[src/rtl/afr_pkg.sv]
// Shared types for the average frequency regulator.
// Assumes nothing beyond IEEE 1800-2017.
package afr_pkg;

    // Correction chosen for one window.
    typedef enum logic [1:0] {
        STEP_HOLD = 2'd0,
        STEP_UP   = 2'd1,
        STEP_DOWN = 2'd2
    } step_dir_t;

endpackage

[src/rtl/afr_edge_sync.sv]
// Brings an asynchronous clock tap into the reference domain and flags
// each rising edge with a one-cycle pulse.
// Assumes both phases of async_in last at least 1.5 reference periods.
module afr_edge_sync #(
    parameter int STAGES = 2
) (
    input  logic clk,
    input  logic rst_n,
    input  logic async_in,
    output logic rise
);

    logic [STAGES:0] chain;

    // Synchroniser stages plus one history flop.
    always_ff @(posedge clk) begin
        if (!rst_n) chain <= '0;
        else        chain <= {chain[STAGES-1:0], async_in};
    end

    assign rise = chain[STAGES-1] & ~chain[STAGES];

    // an edge is reported for a single cycle only
    a_r1_rise_single: assert property (@(posedge clk) disable iff (!rst_n)
        rise |=> !rise);

endmodule

[src/rtl/afr_window.sv]
// Frames windows of reference cycles, counts synchronised core edges in each
// window and produces the signed error against the fixed-point target.
// Assumes the window length is sampled at the start of each window.
module afr_window #(
    parameter int CNT_W  = 16,
    parameter int MULT_W = 8,
    parameter int FRAC_W = 4,
    parameter int OFF_W  = CNT_W + MULT_W + 1
) (
    input  logic                    clk,
    input  logic                    rst_n,
    input  logic                    rise,
    input  logic [CNT_W-1:0]        win_len,
    input  logic [MULT_W-1:0]       ratio,
    output logic                    done,
    output logic signed [OFF_W-1:0] offset
);

    localparam int PROD_W = CNT_W + MULT_W;

    logic [CNT_W-1:0]  cyc;
    logic [CNT_W-1:0]  len_q;
    logic [CNT_W-1:0]  edges;
    logic [CNT_W-1:0]  len_eff;
    logic [CNT_W:0]    final_cnt;
    logic [PROD_W-1:0] prod;
    logic [PROD_W-1:0] expect_cnt;
    logic signed [OFF_W-1:0] diff;
    logic              last;

    // Zero length is treated as a one-cycle window.
    assign len_eff    = (win_len == '0) ? CNT_W'(1) : win_len;
    assign last       = (cyc == len_q - 1'b1);
    assign final_cnt  = {1'b0, edges} + (CNT_W+1)'(rise);
    assign prod       = len_q * ratio;
    assign expect_cnt = prod >> FRAC_W;
    assign diff       = $signed({{(OFF_W-CNT_W-1){1'b0}}, final_cnt})
                      - $signed({1'b0, expect_cnt});

    // Window framing, edge accumulation and result capture.
    always_ff @(posedge clk) begin
        if (!rst_n) begin
            cyc    <= '0;
            len_q  <= len_eff;
            edges  <= '0;
            done   <= 1'b0;
            offset <= '0;
        end else begin
            done <= last;
            if (last) begin
                cyc    <= '0;
                len_q  <= len_eff;
                edges  <= '0;
                offset <= diff;
            end else begin
                cyc   <= cyc + 1'b1;
                edges <= edges + CNT_W'(rise);
            end
        end
    end

    // the cycle index never leaves the window
    a_r2_cyc_in_range: assert property (@(posedge clk) disable iff (!rst_n)
        cyc < len_q);
    // windows longer than one cycle give isolated done pulses
    a_r2_done_single: assert property (@(posedge clk) disable iff (!rst_n)
        (done && len_q != CNT_W'(1)) |=> !done);
    // the reported error only moves together with a done pulse
    a_r4_offset_held: assert property (@(posedge clk) disable iff (!rst_n)
        !done |-> $stable(offset));

endmodule

[src/rtl/afr_stepper.sv]
// Turns each window error into a one-step move of the saturating threshold
// code and tracks how many consecutive windows stayed inside the deadband.
// Assumes done is a single-cycle pulse with offset valid alongside it.
module afr_stepper
    import afr_pkg::*;
#(
    parameter int VTH_W    = 6,
    parameter int VTH_INIT = 32,
    parameter int OFF_W    = 25,
    parameter int DB_W     = 16,
    parameter int SET_W    = 8
) (
    input  logic                    clk,
    input  logic                    rst_n,
    input  logic                    done,
    input  logic signed [OFF_W-1:0] offset,
    input  logic [DB_W-1:0]         deadband,
    input  logic [SET_W-1:0]        settle_need,
    output logic [VTH_W-1:0]        vth_code,
    output logic                    settled
);

    localparam logic [VTH_W-1:0] VTH_MAX = '1;
    localparam logic [VTH_W-1:0] VTH_RST = VTH_W'(VTH_INIT);

    logic signed [OFF_W-1:0] band_hi;
    step_dir_t               dir;
    logic [SET_W-1:0]        streak;
    logic [SET_W:0]          streak_inc;
    logic [SET_W-1:0]        streak_next;
    logic                    reached;

    assign band_hi = $signed({{(OFF_W-DB_W){1'b0}}, deadband});

    // Classify the window error.
    always_comb begin
        if (offset < 0)            dir = STEP_UP;
        else if (offset > band_hi) dir = STEP_DOWN;
        else                       dir = STEP_HOLD;
    end

    assign streak_inc  = {1'b0, streak} + 1'b1;
    assign streak_next = streak_inc[SET_W] ? '1 : streak_inc[SET_W-1:0];
    assign reached     = streak_inc >= {1'b0, settle_need};

    // Apply the correction and update the in-band streak once per window.
    always_ff @(posedge clk) begin
        if (!rst_n) begin
            vth_code <= VTH_RST;
            streak   <= '0;
            settled  <= 1'b0;
        end else if (done) begin
            unique case (dir)
                STEP_UP: begin
                    if (vth_code != VTH_MAX) vth_code <= vth_code + 1'b1;
                    streak  <= '0;
                    settled <= 1'b0;
                end
                STEP_DOWN: begin
                    if (vth_code != '0) vth_code <= vth_code - 1'b1;
                    streak  <= '0;
                    settled <= 1'b0;
                end
                default: begin
                    streak  <= streak_next;
                    settled <= reached;
                end
            endcase
        end
    end

    // the code is quiet between windows
    a_r5_quiet: assert property (@(posedge clk) disable iff (!rst_n)
        !done |=> $stable(vth_code));
    // never more than one step per update
    a_r5_one_step: assert property (@(posedge clk) disable iff (!rst_n)
        (vth_code == $past(vth_code)) || (vth_code == $past(vth_code) + 1'b1)
        || (vth_code + 1'b1 == $past(vth_code)));
    // a slow window raises the code unless at the top rail
    a_r6_raise: assert property (@(posedge clk) disable iff (!rst_n)
        (done && offset < 0 && vth_code != VTH_MAX) |=> vth_code == $past(vth_code) + 1'b1);
    // a fast window lowers the code unless at the bottom rail
    a_r7_lower: assert property (@(posedge clk) disable iff (!rst_n)
        (done && offset > band_hi && vth_code != '0) |=> vth_code + 1'b1 == $past(vth_code));
    // in-band windows leave the code alone
    a_r8_hold: assert property (@(posedge clk) disable iff (!rst_n)
        (done && offset >= 0 && offset <= band_hi) |=> $stable(vth_code));
    // any out-of-band window drops the settled flag
    a_r9_clear: assert property (@(posedge clk) disable iff (!rst_n)
        (done && (offset < 0 || offset > band_hi)) |=> !settled);

endmodule

[src/rtl/afreq_regulator.sv]
// Top level: counts core clock edges per reference window and steers a
// supply threshold code so the average core rate meets the target ratio.
// Assumes core_clk is a tap slow enough for flop synchronisation.
module afreq_regulator #(
    parameter int CNT_W       = 16,
    parameter int MULT_W      = 8,
    parameter int FRAC_W      = 4,
    parameter int VTH_W       = 6,
    parameter int VTH_INIT    = 32,
    parameter int SET_W       = 8,
    parameter int SYNC_STAGES = 2,
    localparam int OFF_W      = CNT_W + MULT_W + 1
) (
    input  logic                    clk_ref,
    input  logic                    rst_n,
    input  logic                    core_clk,
    input  logic [CNT_W-1:0]        win_len,
    input  logic [MULT_W-1:0]       target_ratio,
    input  logic [CNT_W-1:0]        deadband,
    input  logic [SET_W-1:0]        settle_need,
    output logic [VTH_W-1:0]        vth_code,
    output logic                    win_done,
    output logic signed [OFF_W-1:0] win_offset,
    output logic                    settled
);

    logic core_rise;

    afr_edge_sync #(.STAGES(SYNC_STAGES)) u_sync (
        .clk      (clk_ref),
        .rst_n    (rst_n),
        .async_in (core_clk),
        .rise     (core_rise)
    );

    afr_window #(
        .CNT_W  (CNT_W),
        .MULT_W (MULT_W),
        .FRAC_W (FRAC_W),
        .OFF_W  (OFF_W)
    ) u_win (
        .clk     (clk_ref),
        .rst_n   (rst_n),
        .rise    (core_rise),
        .win_len (win_len),
        .ratio   (target_ratio),
        .done    (win_done),
        .offset  (win_offset)
    );

    afr_stepper #(
        .VTH_W    (VTH_W),
        .VTH_INIT (VTH_INIT),
        .OFF_W    (OFF_W),
        .DB_W     (CNT_W),
        .SET_W    (SET_W)
    ) u_step (
        .clk         (clk_ref),
        .rst_n       (rst_n),
        .done        (win_done),
        .offset      (win_offset),
        .deadband    (deadband),
        .settle_need (settle_need),
        .vth_code    (vth_code),
        .settled     (settled)
    );

endmodule

[config.mk]
export PLATFORM = sky130hd
export DESIGN_NAME = afreq_regulator
export DESIGN_NICKNAME = d
export VERILOG_FILES = /design/src/rtl/afr_pkg.sv /design/src/rtl/afr_edge_sync.sv /design/src/rtl/afr_window.sv /design/src/rtl/afr_stepper.sv /design/src/rtl/afreq_regulator.sv
export SDC_FILE = /design/constraint.sdc
export NUM_CORES = 1
export LEC_CHECK = 0
export BUFFER_PORTS_ARGS = -buffer_cell sky130_fd_sc_hd__buf_4
export CORE_ASPECT_RATIO = 0.7
export CORE_MARGIN = 3
export CORE_UTILIZATION = 65
export DETAILED_ROUTE_END_ITERATION = 16
export PLACE_DENSITY = 0.86
export SYNTH_ARGS = -nofsm -noshare
export SYNTH_HDL_FRONTEND = slang
export SYNTH_SLANG_ARGS = --single-unit
[constraint.sdc]
create_clock -name clk_ref -period 10.7 [get_ports clk_ref]
set_clock_uncertainty 0.2 [all_clocks]
set_input_delay 0.535 -clock clk_ref [delete_from_list [all_inputs] [get_ports clk_ref]]
set_output_delay 0.535 -clock clk_ref [all_outputs]
set_load 0.01 [all_outputs]
==> flow_summary.yaml, run 1 <==
drt:
  vias: 8162
  drt-initial-drc-count: 636
  firstDrtPassIters: 5
  drtAntennaViolNets: 0
  routed_wl_um: 22300
  drc: 0
  wl_per_cell_um: 15.8
  avgViaCountPerCell: 5.80
timing:
  rsz0062_at_grt: "no"
  hold_viol: 0
  period_share_pct: 71.7
  slew_headroom_pct: 36.2
  min_period_ns: 7.67
  fmax_ghz: 0.130
  setup_viol: 0
  worst_pin_slew_ns: 0.956
  fin_setup_tns_ns: 0
  slew_viol_final: 0
placement:
  routabilityCongestion: 0.861
  io_buffers: 83
  dp.cells: 1392
  hpwl_um: 17400
clock_tree:
  clk_latency_ns: 0.36
  cts_hold_buf: 0
  numCtsBuffers: 9
  clk_pin_slew_ns: 0.07
  cts_tree: "yes"
  cts_resized: 0
  clock-sinks: 88
  clockRootBuffer: "clkbuf_16"
  cts_setup_buffers: 0
  cts_max_path_buffers: 2
  htree_levels: 3
synth:
  ys_async_sr_fraction_pct: 0
  synth_nets: 1419
  syn_area_um2: 9880
  synth_seq_cells: 88
  ys_types: 63
  ys_seq_area_share_pct: 19.5
  avgSynthCellArea_um2: 8.41
  synth_edf_count: 16
  ys.flop_type: "dfxtp_1"
  syn_inst: 1175
  ys_warn_count: 0
worst_setup_path:
  critPathMaxFanout: 12
  cp_data_required_time_ns: 10.80
  crit_path_end_kind: "flip-flop"
  cp.arrival_ns: 7.77
  cp-start-kind: "flip-flop"
  crit_type: "reg -> reg"
outcome:
  outcome: "complete, no violations"
grt:
  overflow: 0
  antenna_found_initial: 0
  busiest_layer: "met2"
  first_global_vias: 7816
  grt.total_usage_pct: 27.2
  groute.layer.met1.usage_pct: 39.0
  use_met3_pct: 4.72
  grt_max_degree: 46
  grt_use_met2_pct: 43.6
  grt_pass1_wl_um: 37500
pwr:
  power_density_nw_per_um2: 193
  vdd.ir_drop.worst_mv: 0.145
  power.leakage_nw: 5.25
floorplan:
  die_y_um: 109
  start_util_pct: 66.9
  core_area_um2: 14800
  pin_count: 84
  num_rows: 37
  dieArea_um2: 16700
  die_w_um: 153
final_layout:
  syn2layout_area_growth_pct: 9.65
  nets: 1452
  n_antenna_cell: 0
  layoutNonFillerInstCount: 1408
  drive_gt1_share_pct: 9.32
min_path:
  min_path_type: "in -> reg"
job:
  drv_cap: 0
==> worst paths after layout <==
check | startpoint | endpoint | slack [ns] | cells past startpoint
hold reg to reg | u_sync.chain[0]$_SDFF_PN0_ | u_sync.chain[1]$_SDFF_PN0_ | 0.24 | 1
hold / removal | win_len[8] | u_win.len_q[8]$_SDFFCE_PN0P_ | 0.16 | 1
setup reg to reg | u_win.len_q[3]$_SDFFCE_PN0P_ | u_win.offset[19]$_SDFFE_PN0P_ | 3.03 | 27
setup / recovery | u_win.len_q[3]$_SDFFCE_PN0P_ | u_win.offset[19]$_SDFFE_PN0P_ | 3.03 | 27
==> layer usage <==
metal  part of all wire, %  wire length, um  up-vias
li1                      -                -     3935
met1                    47            10500     3928
met2                    46            10200      275
met3                   6.2             1380       24
met4                   1.2              270        0
met5                     0                0        -
==> placed cells by master (no fill, tap or decap), drive strengths merged, types with 4 or more instances in the layout <==
master / netlist / routed
inv: 154 / 157
nor3: 14 / 14
mux2i: 7 / 7
o21ai: 41 / 41
edfxtp: 16 / 16
nor2b: 12 / 12
and2: 89 / 89
xnor2: 41 / 41
o41ai: 4 / 4
nor4: 9 / 9
buf: 11 / 86
nand2b: 13 / 13
o21bai: 5 / 5
clkinv: 3 / 4
o21a: 5 / 5
ha: 107 / 107
nand2: 88 / 88
fa: 86 / 86
clkbuf: 53 / 9
nand4: 9 / 9
o31ai: 5 / 5
a21oi: 59 / 59
or3: 5 / 5
and3: 17 / 17
nand3: 39 / 39
nor2: 79 / 79
o211ai: 9 / 9
xor2: 45 / 45
dfxtp: 72 / 72
a31oi: 14 / 14
a21o: 21 / 21
nand3b: 4 / 4
a211oi: 7 / 7
==> critical path: stages, from the launching register on <==
cell,delay [ns]
edfxtp_1,0.57
and2_1,0.26
fa_1,0.53
inv_1,0.05
fa_1,0.47
fa_1,0.52
fa_1,0.54
inv_1,0.04
ha_1,0.39
a21o_1,0.21
a31oi_1,0.23
o21ai_0,0.18
a21o_1,0.22
a21o_1,0.19
a21o_1,0.18
a21oi_1,0.20
xnor2_1,0.15
ha_1,0.25
ha_1,0.33
o21ai_0,0.09
nand2b_1,0.09
nand2_1,0.08
or4_1,0.40
o21ai_0,0.31
o31ai_1,0.17
nand2b_1,0.19
or4b_1,0.48
nand3_1,0.09
==> metrics by stage <==
| stage | power [W] | hold slack (ns) | cell area (um2) | worst slack, ns | util, % |
|---|---|---|---|---|---|
| after floorplan | 0.00146 | 0.212 | 9880 | 3.48 | - |
| after global placement | 0.00168 | 0.216 | 10500 | 3.23 | 71.1 |
| after detailed placement | 0.00172 | 0.226 | 10500 | 3.12 | 71.1 |
| after CTS | 0.00209 | 0.148 | 10800 | 3.05 | 73.4 |
| after global routing | 0.00230 | 0.151 | 10800 | 2.59 | 73.4 |
| final | 0.00209 | 0.155 | 10800 | 3.03 | 73.4 |
==> registers in the layout, indices dropped and copies added (netlist names) <==
signal,cells
u_win.cyc,16
u_step.streak,8
u_sync.chain,3
u_win.len_q,16
u_win.done,1
u_win.edges,16
u_step.settled,1
u_win.offset,21
u_step.vth_code,6
==> synth_stat cells (2+ instances only) <==
| master | count | area [um2] |
|---|---|---|
| o31a_1 | 3 | 26.3 |
| o21a_1 | 5 | 37.5 |
| nand4_1 | 9 | 56.3 |
| nand3b_1 | 4 | 30.0 |
| buf_4 | 4 | 30.0 |
| nand2b_1 | 13 | 81.3 |
| clkinv_1 | 2 | 7.51 |
| nand3_1 | 39 | 195 |
| xnor2_1 | 41 | 359 |
| xor2_1 | 45 | 394 |
| clkbuf_1 | 53 | 199 |
| o211ai_1 | 9 | 67.6 |
| a211o_1 | 3 | 26.3 |
| and3_1 | 17 | 106 |
| ha_1 | 107 | 1340 |
| nor3b_1 | 3 | 22.5 |
| nor2b_1 | 12 | 75.1 |
| o31ai_1 | 5 | 37.5 |
| or4_1 | 2 | 15.0 |
| nor2_1 | 79 | 297 |
| a21o_1 | 21 | 158 |
| dfxtp_1 | 72 | 1440 |
| a211oi_1 | 7 | 52.6 |
| and2_1 | 88 | 551 |
| fa_1 | 86 | 1720 |
| o22ai_1 | 2 | 12.5 |
| nand2_1 | 87 | 327 |
| and4_1 | 3 | 26.3 |
| inv_1 | 153 | 574 |
| a21oi_1 | 59 | 295 |
| o21bai_1 | 5 | 37.5 |
| or3_1 | 4 | 25.0 |
| o21ai_0 | 41 | 205 |
| o41ai_1 | 4 | 35.0 |
| nor3_1 | 13 | 65.1 |
| nor4_1 | 9 | 56.3 |
| mux2i_1 | 7 | 70.1 |
| buf_2 | 6 | 30.0 |
| a31oi_1 | 14 | 87.6 |
| edfxtp_1 | 16 | 480 |
==> logic make-up after synthesis <==
logic type               synth area share [%]
AO/OA/AOI/OAI                            12.1
XOR/XNOR                                 7.62
adder cells (fa/ha/maj)                  31.0
buffers and inverters                    8.64
flip-flops                               19.5
multiplexers                            0.823
AND/OR/NAND/NOR                          20.4
==> report_power, final <==
group          switching, W  total [W]  internal, W
sequential        0.0000141   0.000357     0.000343
clock              0.000146   0.000353     0.000208
combinational      0.000791    0.00138     0.000586
total              0.000951    0.00209      0.00114
==> area by class of cell <==
type                            instances  area, um2
Clock buffer                            9        225
Clock inverter                          7        101
Fill cell                            1083       3940
Inverter                              157        591
Multi-Input combinational cell        866       7100
Sequential cell                        88       1920
Tap cell                              195        244
Timing Repair Buffer                   86        646
Note: power is estimated with default switching activity, not from simulation.
==> run 2: changes to the inputs <==
- ABC_AREA: not set -> 1
- CORE_UTILIZATION: 65 -> 63
- PLACE_DENSITY: 0.86 -> 0.83
- clock period: 10.7 -> 7.7 ns (I/O delays scaled with it)
==> run 2 against run 1 <==
- final cell count rose by 28%
- global-route usage is 0.83 points higher
- utilization shrank 1.3 points
- critical path depth unchanged
- fmax up 18%
- design area rose by 6.2%
- non-clock buffer count fell by 3
- sequential cell count unchanged
- routed wire length is 12% higher
- area after synthesis is 7.1% higher
- via count rose by 17%
==> flow_summary.yaml, run 2 <==
placement:
  hpwl_um: 20000
  dp.cells: 1782
  routabilityCongestion: 0.943
  io_buffers: 83
timing:
  slew_headroom_pct: 42.6
  fmax_ghz: 0.154
  worst_pin_slew_ns: 0.861
  rsz0062_at_grt: "no"
  slew_viol_final: 0
  min_period_ns: 6.51
  period_share_pct: 84.6
  hold_viol: 0
  fin_setup_tns_ns: 0
  setup_viol: 0
worst_setup_path:
  cp-start-kind: "flip-flop"
  critPathBufInv: 3
  crit_path_end_kind: "flip-flop"
  cp.arrival_ns: 6.60
  timing.rr.end: "u_win.offset[19]$_SDFFE_PN0P_"
  cpLargestDelayFamily: "adder cells"
  worst-r2r-setup-slack_ns: 1.19
  path_common_cell: "nand2_1"
  crit_type: "reg -> reg"
  r2r_start: "u_win.len_q[2]$_SDFFCE_PN0P_"
  cp_slowest_cell: "edfxtp_1"
  cp_data_required_time_ns: 7.79
  slowest_delay_ns: 0.64
  reg2reg_depth: 27
  crit_start: "u_win.len_q[2]$_SDFFCE_PN0P_"
  critPathMaxFanout: 12
clock_tree:
  numCtsBuffers: 9
  cts_setup_buffers: 0
  clk_latency_ns: 0.35
  htree_levels: 3
  cts_hold_buf: 0
  clockRootBuffer: "clkbuf_16"
  cts_max_path_buffers: 2
  cts_tree: "yes"
  clk_pin_slew_ns: 0.07
  cts_resized: 0
  clock-sinks: 88
grt:
  grt_max_degree: 51
  antenna_found_initial: 0
  first_global_vias: 9480
  overflow: 0
  grt_pass1_wl_um: 42600
  grt.total_usage_pct: 28.1
drt:
  drt-initial-drc-count: 854
  wl_met3_um: 1950
  route.met2.wl_um: 11100
  drc: 0
  drtAntennaViolNets: 0
  firstDrtPassIters: 5
  drt-met1-wl_um: 11400
  avgViaCountPerCell: 5.31
  routed_wl_um: 25000
  wl_per_cell_um: 13.9
  vias: 9543
  top_layer_used: "met4"
min_path:
  hold_start: "win_len[10]"
  hold_path_depth: 1
  min_path_type: "in -> reg"
  holdPathEnd: "u_win.len_q[10]$_SDFFCE_PN0P_"
final_layout:
  layoutNonFillerInstCount: 1798
  nFillCells: 1355
  nets: 1817
  n_antenna_cell: 0
  final_cell_mix: "nand2_1 (447), inv_1 (326), nor2_1 (109), ha_1 (107), fa_1 (86)"
  top_register: "u_win.offset"
  syn2layout_area_growth_pct: 8.77
  largest_register_ffs: 21
  final_util_pct: 72.0
  seq_area_um2: 1920
  final_common_cell: "nand2_1"
  multi_input_area_um2: 7110
  drive_gt1_share_pct: 7.60
synth:
  synth_xor_xnor_area_share_pct: 4.72
  synth_common_cells: "nand2_1 (447), inv_1 (326), nor2_1 (109)"
  synth_top_family_by_area: "adder cells"
  ys_warn_count: 0
  syn_area_um2: 10600
  syn_inst: 1539
  synth_compound_area_share_pct: 5.82
  synth_seq_cells: 88
  synthAdderAreaFrac_pct: 28.9
  yosys.cell_count.top_type: "nand2_1"
  synth_edf_count: 16
  yosysTopAreaCell: "fa_1"
  synth_top_area_share_pct: 16.3
  ys_seq_area_share_pct: 18.2
  ys_async_sr_fraction_pct: 0
  avgSynthCellArea_um2: 6.87
  ys.flop_type: "dfxtp_1"
  synth_nets: 1783
  ys_types: 46
  muxShareOfSynthArea_pct: 0
  netlist_top_cells_area: "fa_1 (16%), nand2_1 (16%), dfxtp_1 (14%), ha_1 (13%), inv_1 (12%)"
  synth-simple-area-share_pct: 27.7
floorplan:
  pin_count: 84
  dieArea_um2: 18400
  die_w_um: 161
  die_y_um: 114
  core_area_um2: 16000
  num_rows: 38
  start_util_pct: 66.2
pwr:
  power_w: 0.00317
  power_density_nw_per_um2: 276
  power.leakage_nw: 6.60
  vdd.ir_drop.worst_mv: 0.212
outcome:
  outcome: "complete, no violations"
job:
  drv_cap: 0
==> run 2: how the worst max path moves through the flow <==
stage                                     to  slack (ns)  cells past startpoint
6_report       u_win.offset[19]$_SDFFE_PN0P_        1.19                     27
5_1_grt        u_win.offset[19]$_SDFFE_PN0P_        0.67                     27
2_1_floorplan  u_win.offset[19]$_SDFFE_PN0P_        1.65                     28
3_5_place_dp   u_win.offset[19]$_SDFFE_PN0P_        1.30                     29
4_1_cts        u_win.offset[19]$_SDFFE_PN0P_        1.25                     29
3_3_place_gp   u_win.offset[17]$_SDFFE_PN0P_        1.50                     26
==> run 2: area by class of cell <==
cell class	instances	area share [%]
clock buffer	11	2.21
clock inverter	5	0.740
inverter	330	10.8
multi-input combinational	1061	61.8
sequential	88	16.7
tap	220	2.39
timing repair buffer	83	5.42
==> run 2: metrics by stage <==
step | hold slack (ns) | worst slack (ns) | cell area [um2]
floorplan | 0.190 | 1.65 | 10600
global placement | 0.193 | 1.50 | 11200
detailed placement | 0.201 | 1.30 | 11200
CTS | 0.00661 | 1.25 | 11500
global route | 0.00991 | 0.665 | 11500
finish | 0.0120 | 1.19 | 11500
==> run 2: report_power, final <==
part | switching (W) | internal [W] | leakage (nW) | total (W)
Sequential | 0.0000216 | 0.000476 | 0.738 | 0.000498
Combinational | 0.00136 | 0.000812 | 5.70 | 0.00218
Clock | 0.000190 | 0.000306 | 0.162 | 0.000496
==> run 2: per-layer routing <==
metal / up-vias / global-route usage (%)
met4: 0 / 8.54
li1: 4740 / -
met5: - / 0
met2: 346 / 46.3
met3: 62 / 4.48
met1: 4395 / 38.4
==> run 2: cells by family (layout without fill, tap and decap cells) <==
kind of cell    after synthesis  count (layout)
simple gates                701             701
buf+inv                     390             429
compound gates              110             110
flops                        88              88
xor+xnor                     57              57
fa+ha+maj                   193             193
==> run 2: worst reg2reg max path: stages (launching register included) <==
cell and delay (ns):
edfxtp_1 0.64, nand2_1 0.16, inv_1 0.07, fa_1 0.51, fa_1 0.53, fa_1 0.55
inv_1 0.05, fa_1 0.53, inv_1 0.04, ha_1 0.34, a21oi_1 0.21, nand2_1 0.10
nand2_1 0.06, nand2_1 0.06, a21oi_1 0.27, o21bai_1 0.14, xnor2_1 0.15, ha_1 0.29
ha_1 0.38, nand2_1 0.10, nor2_1 0.17, nor3b_1 0.26, nand4_1 0.12, nand3_1 0.16
nand3_1 0.12, nand2_1 0.08, nand3_1 0.07, nand2_1 0.09
==> run 3: changes to the inputs <==
- clock period: 7.7 -> 6.4 ns (I/O delays scaled with it)
==> run 3 against run 2 <==
- first-iteration DRC count down 16%
- die area unchanged
- non-clock buffer count increased by 42
- final cell count grew 2.3%
- design area is 3.6% higher
- combinational power up 29%
- via count increased by 0.26%
- setup slack worse by 0.92 ns
- register-to-register slack got worse by 0.92 ns
- worst hold slack improved by 0.021 ns
- sequential share of layout area down 0.58 points
- routed wire length up 2.2%
- critical endpoint is now u_win.offset[17]$_SDFFE_PN0P_
==> flow_summary.yaml, run 3 (synthesis gave the netlist of run 2 again) <==
timing:
  slew_viol_final: 0
  min_period_ns: 6.13
  fin_setup_tns_ns: 0
  setup_viol: 0
  hold_viol: 0
  final.setup.worst_slack_ns: 0.272
  fmax_ghz: 0.163
  period_share_pct: 95.7
  slew_headroom_pct: 45.4
  worst_pin_slew_ns: 0.820
placement:
  dp_slack_ns: 0.0325
  routabilityCongestion: 0.967
  dp.cells: 1795
  hpwl_um: 20400
  dpl_cell_area_um2: 11300
  io_buffers: 83
worst_setup_path:
  cp-start-kind: "flip-flop"
  crit_path_end_kind: "flip-flop"
  path_common_cell: "nand2_1"
  cp_slowest_cell: "fa_1"
  worst-r2r-setup-slack_ns: 0.27
  slowest_delay_ns: 0.56
  cp.arrival_ns: 6.20
  cp_data_required_time_ns: 6.47
  crit_type: "reg -> reg"
  critPathMaxFanout: 9
clock_tree:
  htree_levels: 3
  clock-sinks: 88
  cts_tree: "yes"
  clk_pin_slew_ns: 0.08
  clockRootBuffer: "clkbuf_16"
  cts_max_path_buffers: 2
  numCtsBuffers: 9
  clk_latency_ns: 0.36
final_layout:
  top_register: "u_win.offset"
  drive_gt1_share_pct: 9.94
  layoutNonFillerInstCount: 1840
  nets: 1859
  largest_register_ffs: 21
  design_area_um2: 11900
  syn2layout_area_growth_pct: 12.7
  final_common_cell: "nand2_1"
  final_cell_mix: "nand2_1 (447), inv_1 (326), buf_4 (109), nor2_1 (106), ha_1 (102)"
  n_antenna_cell: 0
grt:
  first_global_vias: 9140
  antenna_found_initial: 0
  overflow: 0
  grt_max_degree: 51
  grt.total_usage_pct: 28.4
  grt_pass1_wl_um: 42800
pwr:
  power_w: 0.00396
  power_frac_clock_pct: 14.2
  p_int_w: 0.00197
  p_sw_w: 0.00199
  power_density_nw_per_um2: 332
  swShare_pct: 50.3
  p_comb_share_pct: 71.0
  power.leakage_nw: 6.80
  power_frac_seq_pct: 14.8
  vdd.ir_drop.worst_mv: 0.304
floorplan:
  start_util_pct: 66.2
  dieArea_um2: 18400
  die_y_um: 114
  core_area_um2: 16000
  die_w_um: 161
  pin_count: 84
  num_rows: 38
job:
  drv_cap: 0
drt:
  wl_per_cell_um: 13.9
  vias: 9568
  avgViaCountPerCell: 5.20
  routed_wl_um: 25500
  drc: 0
  firstDrtPassIters: 5
  drtAntennaViolNets: 0
  drt-initial-drc-count: 717
outcome:
  outcome: "complete, no violations"
min_path:
  min_path_type: "in -> reg"
run 3: cell types whose count changed in the layout (fill, tap and decap cells not counted), moves of 3 or more:
cell / previous run / this run
ha_1: 107 / 102
dlygate4sd3_1: 0 / 16
o21ai_0: 19 / 16
buf_4: 83 / 109
nor2_2: 7 / 10
ha_4: 0 / 3
a21oi_1: 63 / 60
nor2_1: 109 / 106
run 3: cell type report:
cell class	instances	area, um2
tap	220	275
clock buffer	10	229
inverter	330	1240
timing repair buffer	125	978
sequential	88	1920
multi-input combinational	1061	7200
fill	1312	4060
clock inverter	6	76.3
run 3: final timing paths:
check | cells after the start | start | to
worst max-delay path | 27 | u_win.len_q[3]$_SDFFCE_PN0P_ | u_win.offset[17]$_SDFFE_PN0P_
worst min-delay path | 2 | win_len[0] | u_win.len_q[0]$_SDFFCE_PN1P_
worst max register to register | 27 | u_win.len_q[3]$_SDFFCE_PN0P_ | u_win.offset[17]$_SDFFE_PN0P_
worst min register to register | 2 | u_sync.chain[1]$_SDFF_PN0_ | u_sync.chain[2]$_SDFF_PN0_
run 3: power by group through the flow:
stage | combinational [W] | sequential (W) | clock [W]
2_1_floorplan | 0.00202 | 0.000589 | 0
3_3_place_gp | 0.00250 | 0.000600 | 0
3_5_place_dp | 0.00254 | 0.000601 | 0
4_1_cts | 0.00259 | 0.000588 | 0.000564
5_1_grt | 0.00315 | 0.000588 | 0.000585
6_report | 0.00281 | 0.000587 | 0.000560
run 3: routing by layer:
metal / wire, um / up-vias / GRT usage (%)
met5: 0 / - / 0
met3: 2250 / 35 / 6.58
met2: 11100 / 350 / 44.5
li1: - / 4827 / -
met1: 11800 / 4356 / 40.5
met4: 358 / 0 / 6.13
run 3: what timing repair did:
| action | 4_1_cts | 5_1_grt |
|---|---|---|
| endpoints found under the hold margin | 16 | 0 |
| endpoints found under the setup margin | 2 | 8 |
| gates cloned | 0 | 0 |
| hold buffers | 16 | 0 |
| resized for setup | 0 | 21 |
| pin swaps | 0 | 1 |
| buffers inserted | 2 | 11 |
run 3: through the flow:
step / hold slack (ns) / utilization, %
finish: 0.0334 / 74.6
global route: 0.0439 / 74.6
CTS: 0.0318 / 73.5
detailed placement: 0.217 / 70.5
global placement: 0.194 / 70.5
floorplan: 0.190 / -
run 3: worst max-delay path: cells and delay by family, from the launching register on:
| family | cells | cell delay, ns |
|---|---|---|
| DFF | 1 | 0.54 |
| and+or+nand+nor | 11 | 1.26 |
| xor gates and xnor gates | 2 | 0.30 |
| buffers and inverters | 4 | 0.21 |
| AOI/OAI and AO/OA | 3 | 0.45 |
| adders and majority gates | 7 | 3.09 |
